==> src/rtl/aead_fin_pkg.sv <==
package aead_fin_pkg;
  localparam int BLK_W  = 128;
  localparam int NWORDS = 5;
  localparam int NBYTES = BLK_W / 8;
  localparam int ST_W   = BLK_W * NWORDS;

  typedef logic [BLK_W-1:0] blk_t;

  typedef enum logic [1:0] {
    FS_IDLE = 2'd0,
    FS_RUN  = 2'd1,
    FS_FOLD = 2'd2
  } fin_state_e;
endpackage

==> src/rtl/fin_lenword.sv <==
module fin_lenword
  import aead_fin_pkg::*;
#(
  parameter int LEN_W = 32
) (
  input  blk_t             st3,
  input  logic [LEN_W-1:0] ad_len,
  input  logic [LEN_W-1:0] msg_len,
  output blk_t             fin_word
);
  logic [63:0] ad_bits;
  logic [63:0] msg_bits;

  always_comb begin
    ad_bits  = 64'(ad_len) << 3;
    msg_bits = 64'(msg_len) << 3;
    fin_word = st3 ^ {msg_bits, ad_bits};
  end
endmodule

==> src/rtl/fin_seq.sv <==
module fin_seq
  import aead_fin_pkg::*;
#(
  parameter int NUPD = 7
) (
  input  logic clk,
  input  logic rst,
  input  logic start,
  output logic load,
  output logic upd_en,
  output logic fold
);
  localparam int CW = $clog2(NUPD + 1);

  fin_state_e     st_q;
  logic [CW-1:0]  cnt_q;

  assign load = (st_q == FS_IDLE) && start;
  assign fold = (st_q == FS_FOLD);

  always_ff @(posedge clk) begin
    if (rst) begin
      st_q   <= FS_IDLE;
      cnt_q  <= '0;
      upd_en <= 1'b0;
    end else begin
      case (st_q)
        FS_IDLE: if (start) begin
          st_q   <= FS_RUN;
          cnt_q  <= '0;
          upd_en <= 1'b1;
        end
        FS_RUN: begin
          cnt_q <= cnt_q + 1'b1;
          if (cnt_q == CW'(NUPD - 1)) begin
            upd_en <= 1'b0;
            st_q   <= FS_FOLD;
          end
        end
        default: st_q <= FS_IDLE;
      endcase
    end
  end
endmodule

==> src/rtl/fin_tagcmp.sv <==
module fin_tagcmp
  import aead_fin_pkg::*;
#(
  parameter int TL_W = 5
) (
  input  logic [ST_W-1:0] st_in,
  input  blk_t            exp_tag,
  input  logic [TL_W-1:0] tag_len,
  output blk_t            tag,
  output logic            match
);
  logic [NBYTES-1:0] byte_ok;
  logic [TL_W-1:0]   len_c;

  always_comb begin
    tag = '0;
    for (int w = 0; w < NWORDS; w++)
      tag = tag ^ st_in[w*BLK_W +: BLK_W];
    len_c = (tag_len > TL_W'(NBYTES)) ? TL_W'(NBYTES) : tag_len;
  end

  for (genvar i = 0; i < NBYTES; i++) begin : g_byte
    assign byte_ok[i] = (TL_W'(i) >= len_c) ||
                        (tag[8*i +: 8] == exp_tag[8*i +: 8]);
  end

  assign match = &byte_ok;
endmodule

==> src/rtl/aead_tag_final.sv <==
module aead_tag_final
  import aead_fin_pkg::*;
#(
  parameter int LEN_W = 32,
  parameter int NUPD  = 7,
  parameter int TL_W  = 5
) (
  input  logic             clk,
  input  logic             rst,
  input  logic             start,
  input  logic [LEN_W-1:0] ad_len,
  input  logic [LEN_W-1:0] msg_len,
  input  logic [127:0]     exp_tag,
  input  logic [TL_W-1:0]  tag_len,
  input  logic [639:0]     st_in,
  output logic             upd_en,
  output logic [127:0]     upd_word,
  output logic             done,
  output logic [127:0]     tag_out,
  output logic             tag_ok
);
  logic            load, fold, match;
  blk_t            fin_word, tag_c, exp_q;
  logic [TL_W-1:0] len_q;

  fin_lenword #(.LEN_W(LEN_W)) u_len (
    .st3     (st_in[3*BLK_W +: BLK_W]),
    .ad_len  (ad_len),
    .msg_len (msg_len),
    .fin_word(fin_word)
  );

  fin_seq #(.NUPD(NUPD)) u_seq (
    .clk   (clk),
    .rst   (rst),
    .start (start),
    .load  (load),
    .upd_en(upd_en),
    .fold  (fold)
  );

  fin_tagcmp #(.TL_W(TL_W)) u_cmp (
    .st_in  (st_in),
    .exp_tag(exp_q),
    .tag_len(len_q),
    .tag    (tag_c),
    .match  (match)
  );

  always_ff @(posedge clk) begin
    if (rst) begin
      upd_word <= '0;
      exp_q    <= '0;
      len_q    <= '0;
      done     <= 1'b0;
      tag_out  <= '0;
      tag_ok   <= 1'b0;
    end else begin
      done <= fold;
      if (load) begin
        upd_word <= fin_word;
        exp_q    <= exp_tag;
        len_q    <= tag_len;
      end
      if (fold) begin
        if (len_q == '0) begin
          tag_out <= tag_c;
          tag_ok  <= 1'b0;
        end else begin
          tag_out <= '0;
          tag_ok  <= match;
        end
      end
    end
  end
endmodule

==> config.mk <==
export PLATFORM = sky130hd
export DESIGN_NAME = aead_tag_final
export DESIGN_NICKNAME = d
export VERILOG_FILES = /design/src/rtl/aead_fin_pkg.sv /design/src/rtl/fin_lenword.sv /design/src/rtl/fin_seq.sv /design/src/rtl/fin_tagcmp.sv /design/src/rtl/aead_tag_final.sv
export SDC_FILE = /design/constraint.sdc
export NUM_CORES = 1
export LEC_CHECK = 0
export CAP_MARGIN = 20
export CORE_AREA = 8 8 419 421
export CTS_BUF_LIST = sky130_fd_sc_hd__clkbuf_2
export CTS_CLUSTER_SIZE = 20
export DETAILED_ROUTE_END_ITERATION = 12
export DIE_AREA = 0 0 427 429
export HOLD_SLACK_MARGIN = 0.06
export PLACE_DENSITY_LB_ADDON = 0.2
export SLEW_MARGIN = 20
export SYNTH_ARGS = -nofsm -noshare
export SYNTH_HDL_FRONTEND = slang
export SYNTH_SLANG_ARGS = --single-unit
==> constraint.sdc <==
create_clock -name clk -period 3.7 [get_ports clk]
set_input_delay 0.555 -clock clk [delete_from_list [all_inputs] [get_ports clk]]
set_output_delay 0.555 -clock clk [all_outputs]
set_load 0.005 [all_outputs]
## Word-level counts from Yosys, hierarchy flattened

Cells that the tools add are included.

| storage, ports and cells | value |
|---|---|
| bits of input ports | 840 |
| register bits | 397 |

| cells by class | value |
|---|---|
| order comparisons | 17 |
| eq/ne operators | 21 |
| bitwise operators | 5 |
| $add $sub $neg | 1 |
| reductions and logical operators | 24 |
| muxes and demuxes | 11 |

Operators with widths:

| cell | count |
|---|---|
| 128-bit XOR | 4 |
| 8-bit == test | 16 |
| 128-bit 2-to-1 mux | 1 |
| 128-bit by 99-bit XOR with 128-bit output | 1 |
| 4-bit by 5-bit greater-or-equal comparator with 1-bit output, first input constant | 8 |
| 3-bit by 5-bit greater-or-equal comparator with 1-bit output, first input constant | 4 |
| 1-bit logical OR | 16 |
| 16-bit AND reduction | 1 |
| 1-bit by 5-bit greater-or-equal comparator with 1-bit output, first input constant | 2 |
| 2-bit by 5-bit greater-or-equal comparator with 1-bit output, first input constant | 2 |
| 3-bit case mux with 2 select lines | 1 |
| 5-bit > comparator, second input constant | 1 |
| 5-bit zero test | 1 |
| 5-bit 2-to-1 mux | 1 |
| 2-bit 2-to-1 mux | 2 |
| 2-bit case mux with 2 select lines | 1 |
| 2-bit AND reduction | 2 |
| 3-bit by 1-bit adder with 3-bit output, second input constant | 1 |
| 3-bit == test, second input constant | 1 |
| 1-bit 2-to-1 mux | 3 |
| 3-bit 2-to-1 mux | 1 |
| 3-bit AND reduction | 1 |
| 2-bit by 1-bit == test with 1-bit output, second input constant | 1 |
| 2-bit == test, second input constant | 1 |
| 6 further kinds | 6 |

## Logic depth before layout (Yosys ltp)

| depth | value |
|---|---|
| word-level depth | 8 |
| mapped depth | 9 |
| depth with buffers taken out | 8 |

## Hierarchy

Synthesis repeated with hierarchy kept, for this count alone.

| unflattened totals | value |
|---|---|
| cell total of the unflattened synthesis | 2287 |
| area total of the unflattened synthesis | 23522.6 um^2 |

Modules (own cells, without submodules):

| module | cells each | seq. area each (um^2) | area an instance (um^2) | times used |
|---|---|---|---|---|
| aead_tag_final | 1433 | 7827.5 | 14468.9 | 1 |
| fin_tagcmp | 696 | 0.0 | 7722.4 | 1 |
| fin_lenword | 128 | 0.0 | 1041.0 | 1 |
| fin_seq | 30 | 120.1 | 290.3 | 1 |

## Worst setup path before layout

OpenSTA, ideal clock, no wires.

| path | value |
|---|---|
| kind | in2reg |
| start | in st_in[222] |
| end | reg tag_ok |
| buffers on the path | 0 |
| setup time | 0.069 ns |
| data required time | 3.631 ns |
| slack | 0.895 ns |
| data arrival time | 2.736 ns |
| cell stages on the path | 8 |
| path through | xnor3_1 -> xor3_1 -> nor4_2 -> nand3_1 -> o311a_1 -> o22a_1 -> or4_1 -> o21ai_1 |

| between the ends | value |
|---|---|
| word-level cells in the longest chain between the ends | 8 |

RTL lines:

| what | line | source |
|---|---|---|
| start, declared | aead_tag_final.sv:15 | `input logic [639:0] st_in,` |
| 128-bit XOR (4 in series) | fin_tagcmp.sv:18 | `tag = tag ^ st_in[w*BLK_W +: BLK_W];` |
| 8-bit == test | fin_tagcmp.sv:24 | `(tag[8*i +: 8] == exp_tag[8*i +: 8]);` |
| 1-bit logical OR | fin_tagcmp.sv:23 | `assign byte_ok[i] = (TL_W'(i) >= len_c) \|\|` |
| 16-bit AND reduction | fin_tagcmp.sv:27 | `assign match = &byte_ok;` |
| 1-bit 2-to-1 mux | aead_tag_final.sv:66 | `if (len_q == '0) begin` |
| end signal, assigned | aead_tag_final.sv:71 | `tag_ok <= match;` |
| end, declared | aead_tag_final.sv:20 | `output logic tag_ok` |

Every way passes these cells.
A chain may end at the register's enable or synchronous reset.

## Worst setup path after layout

| path | value |
|---|---|
| start | in st_in[167] |
| end | reg tag_ok |

The elaborated chain is that of the path after synthesis.

==> metrics.cfg <==
[sta]
final-hold-violation-count = 0
slew-limit-headroom_pct = 28.3
setup_slack_ns = 0.139
worst_pin_slew_ns = 1.07
skew_ns = 0.115
setup_viol = 0
finalCriticalPeriod_ns = 3.56
fmax_mhz = 281
slew_violations = 0
fin_crit_sh_pct = 96.2
rsz0062_at_grt = no

[worst_setup_path]
r2r_end = tag_out[22]
cpPeakStageDelay_ns = 0.58
r2r-start = len_q[3]
crit_end = tag_ok
critPathSlowestCell = dlygate4sd3_1
arrival_ns = 4.97
path_delay_family = buffers and inverters
crit_type = input pin to register
worst-path-max-fanout = 2
end_kind = register
cp_num_buf_inv = 5
rrSetupSlack_ns = 0.71
start_kind = input pin
reg2regPathDepth = 8
cp-startpoint = st_in[167]
crit_chain = dlygate4sd3_1, clkdlybuf4s50_1, xnor2_1, dlygate4sd3_1, xnor2_1, dlygate4sd3_1, xnor2_1, xor2_1, a2111oi_2, buf_4, a31oi_1, a2111o_1, o21ai_1
cp_num_cells = 13
required_ns = 5.11

[logic_synthesis]
synthCells = 2307
synth_warnings = 0
synth_cell_types = 52
avgSynthCellArea_um2 = 9.35
synthesis.area_mm2 = 0.0216
synth_seq_cells = 397
synth-main-ff-cell = dfxtp_1
async_reset_ff_share_pct = 0
synth_edf_count = 0
synth_nets = 3149
ys_seq_area_share_pct = 36.8

[global_routing]
busiest_layer = met2
grt-ovfl-total = 0
grt_max_degree = 121
track_usage_pct = 15.9
grt_first_pass_wirelength_um = 206000
grtUsageMet1_pct = 17.9
antenna_found_initial = 32
met2_usage_pct = 28.6
use_met3_pct = 4.98
grt_pass1_vias = 27200

[drt]
vias = 25300
finalWirelength_um = 151000
drc = 0
drtPass1Iterations = 5
initialDrtViolationCount = 1016
ant_nets = 0
via_per_inst = 3.71
wl_per_cell_um = 22.1

[status]
status = finished clean

[layout]
syn_to_final_growth_pct = 118
drive_gt1_share_pct = 7.06
mostFrequentLayoutCells = 1097 x clkdlybuf4s50_1, 995 x dlygate4sd3_1, 433 x nand2_1
final_util_pct = 27.9
fin_nets = 5352
layout_commonest_cell = clkdlybuf4s50_1

[floorplanning]
die_x_um = 427
chipHeight_um = 429
die-area_mm2 = 0.183
ioPinCount = 1099
start_util_pct = 12.8
std_cell_rows = 151
core-area_mm2 = 0.169

[power]
p_total_uw = 14200
peakVddDrop_mv = 0.264
power.density_mw_per_mm2 = 303
p_leak_uw = 0.0182

[placed_design]
preCtsSetupSlack_ns = -0.398
gp_congestion = 0.836
dp_hpwl_um = 120000
portBuffers = 1098

[cts]
ctsRootBufferMaster = clkbuf_2
cts.htree.levels = 4
clock_latency_ns = 1.51
max-clock-path-buffers = 3
cts_buffers = 138
cts_sinks = 397
post_cts_buffers = 0
cts_tree = done
clkTransAtPathRegs_ns = 0.10

[hold_path]
hold_class = input pin to register

[job]
cap_violations = 0

worst min-delay path: stages:
cell and delay, ns:
clkdlybuf4s50_1 0.52, xnor2_1 0.19, dlygate4sd3_1 0.54, a211oi_1 0.06
routing by layer:
layer | wire length [um] | part of all wire, %
met4 | 4600 | 3.0
met3 | 9920 | 6.6
met1 | 60000 | 40
met2 | 76600 | 51
met5 | 50 | 0.033
area by class of cell:
| class | count | area [um2] |
|---|---|---|
| Inverter | 4 | 15.0 |
| Antenna cell | 22 | 55.1 |
| Sequential cell | 397 | 7950 |
| Multi-Input combinational cell | 1772 | 13100 |
| Tap cell | 2218 | 2780 |
| Timing Repair Buffer | 2197 | 22000 |
| Clock buffer | 196 | 981 |
| Clock inverter | 25 | 169 |
| Fill cell | 18300 | 121000 |
logic make-up after synthesis:
family                     Yosys count  synth area share [%]
AOI/OAI and AO/OA                  423                  12.3
xor gates and xnor gates           634                  35.0
adders and majority gates            2                 0.116
buffers and inverters              138                  2.44
DFF                                397                  36.8
and+or+nand+nor                    713                  13.4
Yosys cell counts (4+ instances only):
library cell	n	area (um2)
a21oi_1	216	1080
buf_1	8	30.0
nor4_1	11	68.8
a31oi_1	4	25.0
nand3b_1	9	67.6
xor3_1	60	1430
inv_1	4	15.0
xor2_1	88	771
clkbuf_1	124	465
nor4b_1	4	35.0
or3_1	7	43.8
or2_2	4	25.0
nor3_1	5	25.0
a22oi_1	113	848
a211oi_1	64	480
dfxtp_1	397	7950
xnor2_1	407	3560
nor2_1	209	785
nand2_1	434	1630
o31a_1	4	35.0
xnor3_1	79	1780
nand3_1	5	25.0
nand4_1	9	56.3
flip-flops by register name, summed over array words and instances (netlist names):
register and flops:
tag_ok 1, upd_word 128, u_seq.cnt_q 3, u_seq.upd_en 1, tag_out 128, len_q 5, u_seq.st_q 2, exp_q 128
done 1
report_power, final:
part	switching, uW	leakage [uW]	total, uW	internal (uW)
Clock	2400	0.000892	3940	1540
Combinational	2220	0.0141	5700	3480
Sequential	136	0.00324	4600	4470
what timing repair did:
item,in CTS,in global routing
setup endpoints to repair,0,1
gates resized for setup,0,1
hold buffers,996,0
endpoints found under the hold margin,397,0
worst min-delay path by stage:
stage	end	cells past startpoint	slack, ns	start
global route	exp_q[37]	4	0.08	exp_tag[37]
floorplan	exp_q[102]	2	0.44	exp_q[102]
finish	upd_word[4]	4	0.42	st_in[388]
detailed placement	tag_out[55]	2	0.44	tag_out[55]
global placement	tag_out[55]	2	0.44	tag_out[55]
CTS	upd_word[4]	4	0.06	st_in[388]
stage by stage:
step                area [um2]  instances  hold WS, ns  TNS [ns]
floorplan                21600       2307        0.437         0
global placement         35800       5591        0.439    -0.393
detailed placement       35900       5592        0.445    -0.398
CTS                      47000       6809       0.0603         0
global route             47100       6827       0.0764         0
finish                   47100       6831        0.415         0
Power figures use the tool's default switching activity.
